$ cat config.mk
export PLATFORM = sky130hd
export DESIGN_NAME = vpat_rep_seq
export DESIGN_NICKNAME = d
export VERILOG_FILES = /design/src/rtl/vpat_pkg.sv /design/src/rtl/vpat_cfg_shadow.sv /design/src/rtl/vpat_line_tracker.sv /design/src/rtl/vpat_rep_counter.sv /design/src/rtl/vpat_pick.sv /design/src/rtl/vpat_rep_seq.sv
export SDC_FILE = /design/constraint.sdc
export NUM_CORES = 1
export LEC_CHECK = 0
export BUFFER_PORTS_ARGS = -buffer_cell sky130_fd_sc_hd__buf_2
export CORE_MARGIN = 10
export CORE_UTILIZATION = 35
export CTS_BUF_LIST = sky130_fd_sc_hd__clkbuf_2 sky130_fd_sc_hd__clkbuf_4 sky130_fd_sc_hd__clkbuf_8
export CTS_CLUSTER_DIAMETER = 30
export DETAILED_ROUTE_END_ITERATION = 6
export SLEW_MARGIN = 0
export SYNTH_ARGS = -nofsm -noshare
export SYNTH_HDL_FRONTEND = slang
export SYNTH_SLANG_ARGS = --single-unit
$ cat constraint.sdc
create_clock -name clk -period 8.4 [get_ports clk]
set_input_delay 0.84 -clock clk [delete_from_list [all_inputs] [get_ports clk]]
set_output_delay 0.84 -clock clk [all_outputs]
set_load 0.005 [all_outputs]
$ cat src/rtl/vpat_pkg.sv
package vpat_pkg;

  typedef enum logic [1:0] {
    PAT_A = 2'd0,
    PAT_B = 2'd1,
    PAT_C = 2'd2,
    PAT_D = 2'd3
  } pat_e;

  localparam int NUM_SPC = 3;

  // An enabled special index fires only when nonzero, not above the total,
  // and equal to the current repetition.
  function automatic logic idx_fires(input logic en, input int unsigned idx,
                                     input int unsigned rep, input int unsigned total);
    return en && (idx != 0) && (idx <= total) && (idx == rep);
  endfunction

  // Count value loaded on the first line of the region.
  function automatic int unsigned first_rep(input int unsigned total);
    return (total != 0) ? 1 : 0;
  endfunction

  // Lowest group number among the hits wins; no hit selects the base group.
  function automatic pat_e pick_group(input logic [NUM_SPC-1:0] hits);
    pat_e r;
    r = PAT_A;
    for (int g = NUM_SPC - 1; g >= 0; g--) begin
      if (hits[g]) r = pat_e'(g + 1);
    end
    return r;
  endfunction

endpackage

$ cat src/rtl/vpat_cfg_shadow.sv
module vpat_cfg_shadow #(
  parameter int LINE_W = 12,
  parameter int REP_W  = 8
) (
  input  logic              clk,
  input  logic              rst_n,
  input  logic              vd,
  input  logic [LINE_W-1:0] in_first,
  input  logic [LINE_W-1:0] in_last,
  input  logic [REP_W-1:0]  in_total,
  input  logic [2:0]        in_en,
  input  logic [REP_W-1:0]  in_idx_b,
  input  logic [REP_W-1:0]  in_idx_c,
  input  logic [REP_W-1:0]  in_idx_d,
  output logic [LINE_W-1:0] first_q,
  output logic [LINE_W-1:0] last_q,
  output logic [REP_W-1:0]  total_q,
  output logic [2:0]        en_q,
  output logic [REP_W-1:0]  idx_q [3]
);

  always_ff @(posedge clk or negedge rst_n) begin
    if (!rst_n) begin
      first_q <= '0;
      last_q  <= '0;
      total_q <= '0;
      en_q    <= '0;
      idx_q[0] <= '0;
      idx_q[1] <= '0;
      idx_q[2] <= '0;
    end else if (vd) begin
      first_q <= in_first;
      last_q  <= in_last;
      total_q <= in_total;
      en_q    <= in_en;
      idx_q[0] <= in_idx_b;
      idx_q[1] <= in_idx_c;
      idx_q[2] <= in_idx_d;
    end
  end

endmodule

$ cat src/rtl/vpat_line_tracker.sv
module vpat_line_tracker #(
  parameter int LINE_W = 12
) (
  input  logic              clk,
  input  logic              rst_n,
  input  logic              vd,
  input  logic              hd,
  input  logic [LINE_W-1:0] first_line,
  input  logic [LINE_W-1:0] last_line,
  output logic [LINE_W-1:0] line_q,
  output logic              enter_ev,
  output logic              step_ev,
  output logic              in_region
);

  localparam logic [LINE_W-1:0] LINE_MAX = '1;

  logic [LINE_W-1:0] line_nx;
  logic              start_ok;
  logic              adv;

  assign line_nx  = (line_q == LINE_MAX) ? line_q : line_q + 1'b1;
  assign start_ok = (first_line != '0);
  assign adv      = hd && !vd;

  always_ff @(posedge clk or negedge rst_n) begin
    if (!rst_n)   line_q <= '0;
    else if (vd)  line_q <= '0;
    else if (hd)  line_q <= line_nx;
  end

  assign enter_ev  = adv && start_ok && (line_nx == first_line);
  assign step_ev   = adv && start_ok && (line_nx > first_line) && (line_nx <= last_line);
  assign in_region = start_ok && (line_q >= first_line) && (line_q <= last_line);

endmodule

$ cat src/rtl/vpat_rep_counter.sv
module vpat_rep_counter #(
  parameter int REP_W = 8
) (
  input  logic             clk,
  input  logic             rst_n,
  input  logic             vd,
  input  logic             enter_ev,
  input  logic             step_ev,
  input  logic [REP_W-1:0] total,
  output logic [REP_W-1:0] rep_q,
  output logic             sat_q
);

  logic [REP_W-1:0] rep_init;
  assign rep_init = REP_W'(vpat_pkg::first_rep(int'(total)));

  always_ff @(posedge clk or negedge rst_n) begin
    if (!rst_n) begin
      rep_q <= '0;
      sat_q <= 1'b0;
    end else if (vd) begin
      rep_q <= '0;
      sat_q <= 1'b0;
    end else if (enter_ev) begin
      rep_q <= rep_init;
      sat_q <= 1'b0;
    end else if (step_ev) begin
      if (rep_q >= total) sat_q <= 1'b1;
      else                rep_q <= rep_q + 1'b1;
    end
  end

endmodule

$ cat src/rtl/vpat_pick.sv
module vpat_pick #(
  parameter int REP_W = 8
) (
  input  logic                         live,
  input  logic [REP_W-1:0]             rep,
  input  logic [REP_W-1:0]             total,
  input  logic [vpat_pkg::NUM_SPC-1:0] en,
  input  logic [REP_W-1:0]             idx [vpat_pkg::NUM_SPC],
  output logic [vpat_pkg::NUM_SPC-1:0] hits,
  output vpat_pkg::pat_e               sel
);

  for (genvar g = 0; g < vpat_pkg::NUM_SPC; g++) begin : g_grp
    assign hits[g] = vpat_pkg::idx_fires(en[g], int'(idx[g]), int'(rep), int'(total));
  end

  assign sel = live ? vpat_pkg::pick_group(hits) : vpat_pkg::PAT_A;

endmodule

$ cat src/rtl/vpat_rep_seq.sv
module vpat_rep_seq #(
  parameter int LINE_W = 12,
  parameter int REP_W  = 8
) (
  input  logic              clk,
  input  logic              rst_n,
  input  logic              vd,
  input  logic              hd,
  input  logic [LINE_W-1:0] cfg_first_line,
  input  logic [LINE_W-1:0] cfg_last_line,
  input  logic [REP_W-1:0]  cfg_total,
  input  logic [2:0]        cfg_grp_en,
  input  logic [REP_W-1:0]  cfg_idx_b,
  input  logic [REP_W-1:0]  cfg_idx_c,
  input  logic [REP_W-1:0]  cfg_idx_d,
  output logic [1:0]        pat_sel,
  output logic [REP_W-1:0]  rep_num,
  output logic              region_act
);

  logic [LINE_W-1:0] first_q, last_q, line_q;
  logic [REP_W-1:0]  lim_q;
  logic [2:0]        en_q;
  logic [REP_W-1:0]  idx_q [3];
  logic              enter_ev, step_ev, in_region;
  logic [REP_W-1:0]  rep_q;
  logic              sat_q;
  logic              live_w;
  logic [2:0]        hit_w;
  vpat_pkg::pat_e    sel_w;

  vpat_cfg_shadow #(.LINE_W(LINE_W), .REP_W(REP_W)) u_cfg (
    .clk(clk), .rst_n(rst_n), .vd(vd),
    .in_first(cfg_first_line), .in_last(cfg_last_line), .in_total(cfg_total),
    .in_en(cfg_grp_en), .in_idx_b(cfg_idx_b), .in_idx_c(cfg_idx_c), .in_idx_d(cfg_idx_d),
    .first_q(first_q), .last_q(last_q), .total_q(lim_q), .en_q(en_q), .idx_q(idx_q)
  );

  vpat_line_tracker #(.LINE_W(LINE_W)) u_line (
    .clk(clk), .rst_n(rst_n), .vd(vd), .hd(hd),
    .first_line(first_q), .last_line(last_q),
    .line_q(line_q), .enter_ev(enter_ev), .step_ev(step_ev), .in_region(in_region)
  );

  vpat_rep_counter #(.REP_W(REP_W)) u_rep (
    .clk(clk), .rst_n(rst_n), .vd(vd),
    .enter_ev(enter_ev), .step_ev(step_ev), .total(lim_q),
    .rep_q(rep_q), .sat_q(sat_q)
  );

  assign live_w = in_region && !sat_q && (rep_q != '0);

  vpat_pick #(.REP_W(REP_W)) u_pick (
    .live(live_w), .rep(rep_q), .total(lim_q), .en(en_q), .idx(idx_q),
    .hits(hit_w), .sel(sel_w)
  );

  assign pat_sel    = sel_w;
  assign rep_num    = rep_q;
  assign region_act = in_region;

endmodule

==> results of run 1 <==
-- critical path: stages, from the launching register on --
cell      delay [ns]
dfrtp_1         0.46
ha_1            0.23
and3_1          0.23
and3_1          0.27
and3_1          0.32
nand3_4         0.26
mux2_4          0.39
ha_1            0.29
nor2b_1         0.13
o211ai_1        0.10
a211oi_1        0.36
o311ai_2        0.18
or4_1           0.49
a21oi_1         0.15
-- kinds of logic (layout without fill, tap and decap cells) --
| family | count (synthesis) | count (layout) | share of synthesized area |
|---|---|---|---|
| AO/OA/AOI/OAI | 125 | 125 | 0.140 |
| XOR/XNOR | 36 | 36 | 0.0555 |
| adder cells (fa/ha/maj) | 83 | 83 | 0.183 |
| buffers and inverters | 66 | 131 | 0.0458 |
| flip-flops | 80 | 80 | 0.352 |
| multiplexers | 34 | 34 | 0.0665 |
| AND/OR/NAND/NOR | 179 | 179 | 0.158 |
-- area by class of cell --
type | instances | area share
clock inverter | 5 | 0.0126
clock buffer | 11 | 0.0215
multi-input combinational | 457 | 0.531
tap | 216 | 0.0419
inverter | 41 | 0.0239
timing repair buffer | 74 | 0.0586
sequential | 80 | 0.311
-- metrics by stage --
| stage | worst slack, ns | cell area, sq um | total power, mW | cells | utilization |
|---|---|---|---|---|---|
| final | 4.46 | 6440 | 0.968 | 884 | 0.406 |
| after global routing | 4.18 | 6440 | 1.03 | 884 | 0.406 |
| after CTS | 4.45 | 6440 | 0.985 | 884 | 0.406 |
| after detailed placement | 4.46 | 6220 | 0.655 | 868 | 0.392 |
| after global placement | 4.62 | 6220 | 0.642 | 868 | 0.392 |
| after floorplan | 4.90 | 5680 | 0.582 | 603 | - |
-- per-layer routing --
layer | track usage | up-vias
li1 | - | 2283
met1 | 0.167 | 2258
met2 | 0.240 | 96
met3 | 0.0363 | 21
met4 | 0.0426 | 0
met5 | 0 | -
-- sequential cells by signal, indices dropped and copies added (netlist names) --
signal         count
u_cfg.idx_q       24
u_rep.rep_q        8
u_rep.sat_q        1
u_cfg.en_q         3
u_cfg.first_q     12
u_line.line_q     12
u_cfg.last_q      12
u_cfg.total_q      8
-- worst paths after layout --
kind                                         startpoint                      endpoint  slack, ns  depth (start not counted)
setup / recovery           u_line.line_q[1]$_DFFE_PN0P_    u_rep.rep_q[4]$_DFFE_PN0P_       4.46                         13
hold / removal                u_cfg.en_q[1]$_DFFE_PN0P_     u_cfg.en_q[1]$_DFFE_PN0P_       0.52                          1
setup reg to reg           u_line.line_q[1]$_DFFE_PN0P_    u_rep.rep_q[4]$_DFFE_PN0P_       4.46                         13
hold reg to reg               u_cfg.en_q[1]$_DFFE_PN0P_     u_cfg.en_q[1]$_DFFE_PN0P_       0.52                          1
max in group asynchronous                         rst_n  u_line.line_q[4]$_DFFE_PN0P_       7.12                          1
min in group asynchronous                         rst_n     u_cfg.en_q[0]$_DFFE_PN0P_       0.62                          1
-- placed cells by master, fill, tap and decap left out, drive strengths merged, types with 2 or more instances in the layout --
master,count
ha,83
dfrtp,80
buf,74
nand2,59
o21ai,44
inv,41
a21oi,32
nor2,28
mux2,27
xnor2,20
a21o,20
nand4,19
nand3,19
xor2,16
nor3,12
nor4,11
clkbuf,11
and3,9
nand2b,8
mux2i,7
nor2b,6
a311oi,6
a211oi,3
o21a,3
o22ai,3
o31ai,2
a31oi,2
and4,2
o211ai,2
bufinv,2
clkinv,2
-- report_power, final --
part / internal, mW / switching [mW] / leakage (nW)
logic: 0.0915 / 0.113 / 2.09
registers: 0.414 / 0.0291 / 0.994
clock network: 0.174 / 0.148 / 0.110
total: 0.679 / 0.289 / 3.20
==> flow_summary.toml, run 1 <==
[outcome]
status = "completed"

[synthesis]
synth.ff_latch_count = 80
synth-edff-count = 0
netlist_area_sq_um = 5680
synth_commonest_cells = "83 x ha_1, 80 x dfrtp_1, 59 x nand2_1"
synth.net_count = 749
synth_area_leaders = "dfrtp_1 35%, ha_1 18%, mux2_2 5.2%, nand2_1 3.9%, o21ai_0 3.7%"
synth_top_area_cell = "dfrtp_1"
yosysSeqAreaShare = 0.352
syn_inst = 603
yosysTopAreaCellShare = 0.352
postSynthAreaPerCell_sq_um = 9.42
yosysMostFrequentCell = "ha_1"
ys.flop_type = "dfrtp_1"
async_reset_ff_frac = 1.00
yosysUniqueCellTypes = 51
yosysWarnings = 0

[timing]
whs_ns = 0.522
clock.fmax_mhz = 254
skew_ns = 0.0152
grt_setup_unrepaired = "false"
setup_violations = 0
period_share = 0.469
min_period_ns = 3.94
hold_viol = 0
slew_headroom = 0.293
fin_tns_setup_ns = 0
final_max_slew_viol_count = 0
tightest_slew_ns = 1.06

[clock_network]
worstSkewPairLatency_ns = 0.38
clk_pin_slew_worst_paths_ns = 0.09
ctsLongestPathBuffers = 2
post_cts_buffers = 0
clock_sink_count = 80
cts_tree = "yes"
numCtsBuffers = 9
clockRootBuffer = "clkbuf_8"
holdBufCountCts = 0
cts_max_level = 3
cts_resized = 0

[worst_setup_path]
arrival_ns = 4.25
crit_fanout = 19
critPathLaunchType = "register"
critPathKind = "reg2reg"
cp_data_required_time_ns = 8.71
end_kind = "register"

[placed_design]
dp_hpwl_um = 11500
io_buffers = 73
gp_congestion = 0.863

[cells_and_area]
layout.nets = 809
multi_input_area_sq_um = 3420
regArea_sq_um = 2000
n_antenna_cell = 0
syn_to_final_growth_pct = 13.4
fillCellCount = 1612
drive_gt1_frac = 0.189

[drt]
drt_pre_antenna_iters = 4
dr_total_vias = 4658
wl_met3_um = 640
ant_nets = 0
viasPerCell = 5.27
wire_per_inst_um = 16.8
routed.top_layer = "met4"
route.detailed.drc = 0
first_iter_violations = 252
wl_met2_um = 7370
m1WireLength_um = 6620
wirelength_um = 14900

[grt]
grt_usage = 0.140
grt_pass1_vias = 4796
grt_pass1_wl_um = 24900
antenna_found_initial = 0
grt_start_max_net_pins = 108
overflow = 0

[die]
die_area_sq_um = 21700
die_w_um = 147
core_sq_um = 15900
start_util = 0.358
num_rows = 46
die_h_um = 147
io_pins = 74

[power_and_ir_drop]
p_per_area_nw_per_um2 = 150
p_leak_nw = 3.20
irDropWorstVdd_uv = 84.8

[job]
cap_violations = 0

[min_path]
hold_class = "reg2reg"
(Power assumes the default switching activity.)
==> run 2: changes to the inputs <==
Clock period 8.4 ns to 3.26 ns, I/O delays scaled along.
==> run 2 against run 1 <==
  * Via count grew 2.1%
  * Critical path type unchanged
  * Sequential power grew to 2.6 times the previous value
  * Flip-flop and latch count is the same
  * Count of clock-buffer cells in the layout is the same
  * Cell count grew 2.8%
  * Highest routed layer unchanged
  * Design area grew 5.2%
  * Largest cell class unchanged
  * Power grew to 2.7 times the previous value
  * Combinational power grew to 2.7 times the previous value
  * Die area is the same
  * Global-route usage grew 0.39 points
==> flow_summary.toml, run 2 (synthesis gave the netlist of run 1 again) <==
[power_and_ir_drop]
p_clk_frac = 0.351
irDropWorstVdd_uv = 261
p_leak_nw = 3.36
p_per_area_nw_per_um2 = 385
internal_power_mw = 1.86
p_switching_mw = 0.751
switching_share = 0.288
power.total_mw = 2.61
power_frac_seq = 0.435
power_frac_comb = 0.214

[clock_network]
numCtsBuffers = 9
cts_tree = "yes"
worstSkewPairLatency_ns = 0.38
clk_pin_slew_worst_paths_ns = 0.08
ctsLongestPathBuffers = 2
clockRootBuffer = "clkbuf_8"
cts_max_level = 3
clock_sink_count = 80

[timing]
period_share = 0.994
min_period_ns = 3.24
skew_ns = 0.0106
setup_violations = 0
grt_setup_unrepaired = "true"
whs_ns = 0.103
tightest_slew_ns = 1.03
clock.fmax_mhz = 309
final_max_slew_viol_count = 0
hold_viol = 0
slew_headroom = 0.313

[cells_and_area]
instances_no_fill = 909
syn_to_final_growth_pct = 19.3
drive_gt1_frac = 0.242
final_cell_mix = "81 x ha_1, 80 x dfrtp_1, 71 x buf_2"
regMostFlops = "u_cfg.idx_q"
largest_reg_flops = 24
layout.nets = 834
fin_util = 0.427
layout_commonest_cell = "ha_1"
n_antenna_cell = 0

[die]
die_h_um = 147
num_rows = 46
core_sq_um = 15900
start_util = 0.358
io_pins = 74
die_w_um = 147
die_area_sq_um = 21700

[drt]
wire_per_inst_um = 17.0
first_iter_violations = 240
route.detailed.drc = 0
ant_nets = 0
viasPerCell = 5.23
dr_total_vias = 4754
wirelength_um = 15500
drt_pre_antenna_iters = 5

[outcome]
status = "completed"

[placed_design]
dp_hpwl_um = 12000
gp_congestion = 0.864
io_buffers = 73
dp_cells = 886

[worst_setup_path]
crit_fanout = 7
cpPeakStageDelay_ns = 0.36
cp_common_cell = "and3_4"
critPathKind = "reg2reg"
arrival_ns = 3.51
end_kind = "register"
critPathLaunchType = "register"
cpMaxStageDelayCell = "dfrtp_1"
cp_data_required_time_ns = 3.53
critical_path.cell_chain = "ha_2, and3_4, and3_4, and3_4, nand3_4, mux2_4, ha_4, nor2b_4, o211ai_1, a211oi_2, buf_4, o311ai_4, nor2_4, nand4_1, mux2i_1"

[grt]
grt_pass1_vias = 4985
grt_usage = 0.144
antenna_found_initial = 0
overflow = 0
grt_start_max_net_pins = 81
grt_pass1_wl_um = 25300

[min_path]
hold_class = "in2async"

[job]
cap_violations = 0
==> run 2: cell types whose count changed in the layout (fill, tap and decap cells not counted), moves of 3 or more <==
cell / before / now
and3_1: 9 / 6
nand3_2: 0 / 3
buf_4: 3 / 27
a21oi_1: 32 / 29
a21oi_2: 0 / 3
nand3_1: 18 / 15
and3_4: 0 / 3
==> run 2: final cells by class <==
cell class	count	area, sq um
Clock buffer	11	145
Clock inverter	5	104
Fill cell	1579	9110
Inverter	41	154
Multi-Input combinational cell	457	3530
Sequential cell	80	2000
Tap cell	216	270
Timing Repair Buffer	99	569
==> run 2: final timing paths <==
kind                                              startpoint                      endpoint  slack, ns  cells after the start
worst max-delay path            u_line.line_q[0]$_DFFE_PN0P_    u_rep.rep_q[7]$_DFFE_PN0P_       0.02                     15
worst min-delay path                                   rst_n     u_cfg.en_q[0]$_DFFE_PN0P_       0.10                      1
worst max register to register  u_line.line_q[0]$_DFFE_PN0P_    u_rep.rep_q[7]$_DFFE_PN0P_       0.02                     15
worst min register to register     u_cfg.en_q[2]$_DFFE_PN0P_     u_cfg.en_q[2]$_DFFE_PN0P_       0.53                      1
max in group asynchronous                              rst_n  u_cfg.first_q[5]$_DFFE_PN0P_       2.47                      1
min in group clk                                cfg_total[4]  u_cfg.total_q[4]$_DFFE_PN0P_       0.15                      3
==> run 2: per-stage QoR <==
stage               setup TNS, ns  worst slack, ns  cell area [sq um]
floorplan                  -0.616           -0.114               5760
global placement                0           0.0382               6430
detailed placement        -0.0694          -0.0253               6430
CTS                      -0.00434         -0.00434               6690
global route               -0.739           -0.145               6780
finish                          0           0.0202               6780
==> run 2: metal layers <==
metal | GRT usage | up-vias | wire, um
met1 | 0.169 | 2291 | 6700
met5 | 0 | - | 0
met3 | 0.0412 | 19 | 755
li1 | - | 2327 | -
met4 | 0.0416 | 0 | 230
met2 | 0.248 | 117 | 7770
==> run 2: timing repair <==
item	in CTS	in global routing
hold endpoints to repair	0	0
pin swaps	2	11
hold buffers	0	0
endpoints found under the setup margin	5	9
setup buffers	1	7
gates resized for setup	1	9
==> run 2: power by group through the flow <==
stage | Combinational [mW] | Sequential [mW] | Clock [mW]
after floorplan | 0.373 | 1.13 | 0
after global placement | 0.519 | 1.15 | 0
after detailed placement | 0.548 | 1.16 | 0
after CTS | 0.553 | 1.14 | 0.940
after global routing | 0.638 | 1.15 | 0.987
final | 0.557 | 1.13 | 0.915
==> run 2: critical path: cells and delay by family, from the launching register on <==
family / cells / cell delay [ns]
buf+inv: 1 / 0.16
compound gates: 3 / 0.43
fa+ha+maj: 2 / 0.46
flops: 1 / 0.36
simple gates: 7 / 1.20
mux: 2 / 0.52
==> run 3: changes to the inputs <==
Settings changed: CORE_ASPECT_RATIO set to 0.6.
==> run 3 against run 2 <==
  * The run now ends with negative setup slack left
  * Register-to-register slack worse by 0.07 ns
  * Combinational power up 8.3%
  * Cell count is the same
==> flow_summary.toml, run 3 (synthesis gave the netlist of run 1 again) <==
[outcome]
status = "finished with violations"
violations = "negative setup slack"

[cells_and_area]
regArea_sq_um = 2000
fin_util = 0.440
regMostFlops = "u_cfg.idx_q"
instances_no_fill = 909
multi_input_area_sq_um = 3590
final_cell_mix = "80 x dfrtp_1, 79 x ha_1, 71 x buf_2"
n_antenna_cell = 0
layout.nets = 847
drive_gt1_frac = 0.268
largest_reg_flops = 24
layout_commonest_cell = "dfrtp_1"
fillCellCount = 1519
syn_to_final_growth_pct = 21.2

[worst_setup_path]
cpPeakStageDelay_ns = 0.41
cp_data_required_time_ns = 3.50
critical_path.cell_chain = "ha_2, and3_4, and3_4, buf_4, nand3_1, xor2_2, nand2_1, ha_1, nand4_1, a211oi_2, o311ai_4, nor2_4, buf_12, nand3_2, mux2i_1"
cp_common_cell = "and3_4"
worst-path-buf-inv = 2
critical-path-top-delay-family = "simple AND/OR/NAND/NOR gates"
crit_fanout = 5
r2r_cells = 15
critical_path.startpoint = "u_line.line_q[0]$_DFFE_PN0P_"
arrival_ns = 3.56
critPathKind = "reg2reg"
critPathLaunchType = "register"
end_kind = "register"
r2r-start = "u_line.line_q[0]$_DFFE_PN0P_"
cpMaxStageDelayCell = "dfrtp_1"
reg2reg_slack_ns = -0.05
r2r_end = "u_rep.rep_q[3]$_DFFE_PN0P_"
crit_cells = 15
worstSetupEndpoint = "u_rep.rep_q[3]$_DFFE_PN0P_"

[timing]
fin_tns_setup_ns = -0.113
grt_setup_unrepaired = "true"
period_share = 1.02
slew_headroom = 0.297
skew_ns = 0.0143
clock.fmax_mhz = 302
setup_violations = 5
min_period_ns = 3.31
finalWorstSetupSlack_ns = -0.0510
final_max_slew_viol_count = 0
tightest_slew_ns = 1.05
hold_viol = 0

[grt]
grt_pass1_wl_um = 26800
grt_pass1_vias = 4835
overflow = 0
grt_start_max_net_pins = 81
grt_usage = 0.153
antenna_found_initial = 0

[placed_design]
gp_congestion = 0.981
io_buffers = 73
dp_hpwl_um = 13200
dp_cells = 878
pre_cts_slack_ns = -0.0690

[die]
io_pins = 74
num_rows = 35
start_util = 0.364
core_sq_um = 15600
die_h_um = 119
die_area_sq_um = 21900
die_w_um = 185

[clock_network]
cts_tree = "yes"
holdBufCountCts = 0
clk_pin_slew_worst_paths_ns = 0.10
cts_max_level = 3
ctsLongestPathBuffers = 2
clockRootBuffer = "clkbuf_8"
numCtsBuffers = 9
clock_sink_count = 80
worstSkewPairLatency_ns = 0.38

[power_and_ir_drop]
p_switching_mw = 0.839
power.total_mw = 2.54
p_leak_nw = 3.43
switching_share = 0.331
internal_power_mw = 1.70
irDropWorstVdd_uv = 165
p_clk_frac = 0.313
power_frac_comb = 0.238
power_frac_seq = 0.449
p_per_area_nw_per_um2 = 368

[drt]
route.detailed.drc = 0
first_iter_violations = 396
ant_nets = 0
wire_per_inst_um = 18.9
dr_total_vias = 4878
viasPerCell = 5.37
drt_pre_antenna_iters = 5
wirelength_um = 17100

[job]
cap_violations = 0

[min_path]
hold_class = "in2async"
run 3: stage by stage:
stage / cell area [sq um] / hold slack, ns
floorplan: 5760 / 0.0304
global placement: 6450 / 0.487
detailed placement: 6450 / 0.493
CTS: 6760 / 0.137
global route: 6890 / 0.147
finish: 6890 / 0.125
run 3: area by class of cell:
type / instances / share of cell area
clock buffer: 9 / 0.0180
clock inverter: 7 / 0.0113
inverter: 41 / 0.0223
multi-input combinational: 457 / 0.522
sequential: 80 / 0.291
tap: 203 / 0.0369
timing repair buffer: 112 / 0.0992
run 3: what timing repair did:
item                                    4_1_cts  5_1_grt
pin swaps                                    13        7
setup buffers                                 6        9
endpoints found under the setup margin        8        9
resized for setup                             9       10
run 3: routing by layer:
layer  track usage  wire length [um]  share of wire
met3        0.0450              1320          0.077
met1         0.237              8930           0.52
met5             0                 0              0
met4        0.0326               136         0.0079
met2         0.198              6770           0.39
run 3: worst min path at each step:
stage	from	cells after the start	to	slack (ns)
5_1_grt	cfg_last_line[2]	3	u_cfg.last_q[2]$_DFFE_PN0P_	0.15
2_1_floorplan	rst_n	0	u_cfg.en_q[0]$_DFFE_PN0P_	0.03
3_5_place_dp	u_cfg.en_q[0]$_DFFE_PN0P_	1	u_cfg.en_q[0]$_DFFE_PN0P_	0.49
4_1_cts	cfg_last_line[9]	3	u_cfg.last_q[9]$_DFFE_PN0P_	0.14
3_3_place_gp	u_cfg.en_q[0]$_DFFE_PN0P_	1	u_cfg.en_q[0]$_DFFE_PN0P_	0.49
6_report	rst_n	1	u_cfg.total_q[6]$_DFFE_PN0P_	0.12
run 3: power by group through the flow:
stage / clock network (mW) / registers (mW) / logic [mW]
detailed placement: 0 / 1.16 / 0.569
global placement: 0 / 1.16 / 0.539
floorplan: 0 / 1.13 / 0.373
CTS: 0.812 / 1.14 / 0.588
global route: 0.845 / 1.15 / 0.681
finish: 0.795 / 1.14 / 0.603
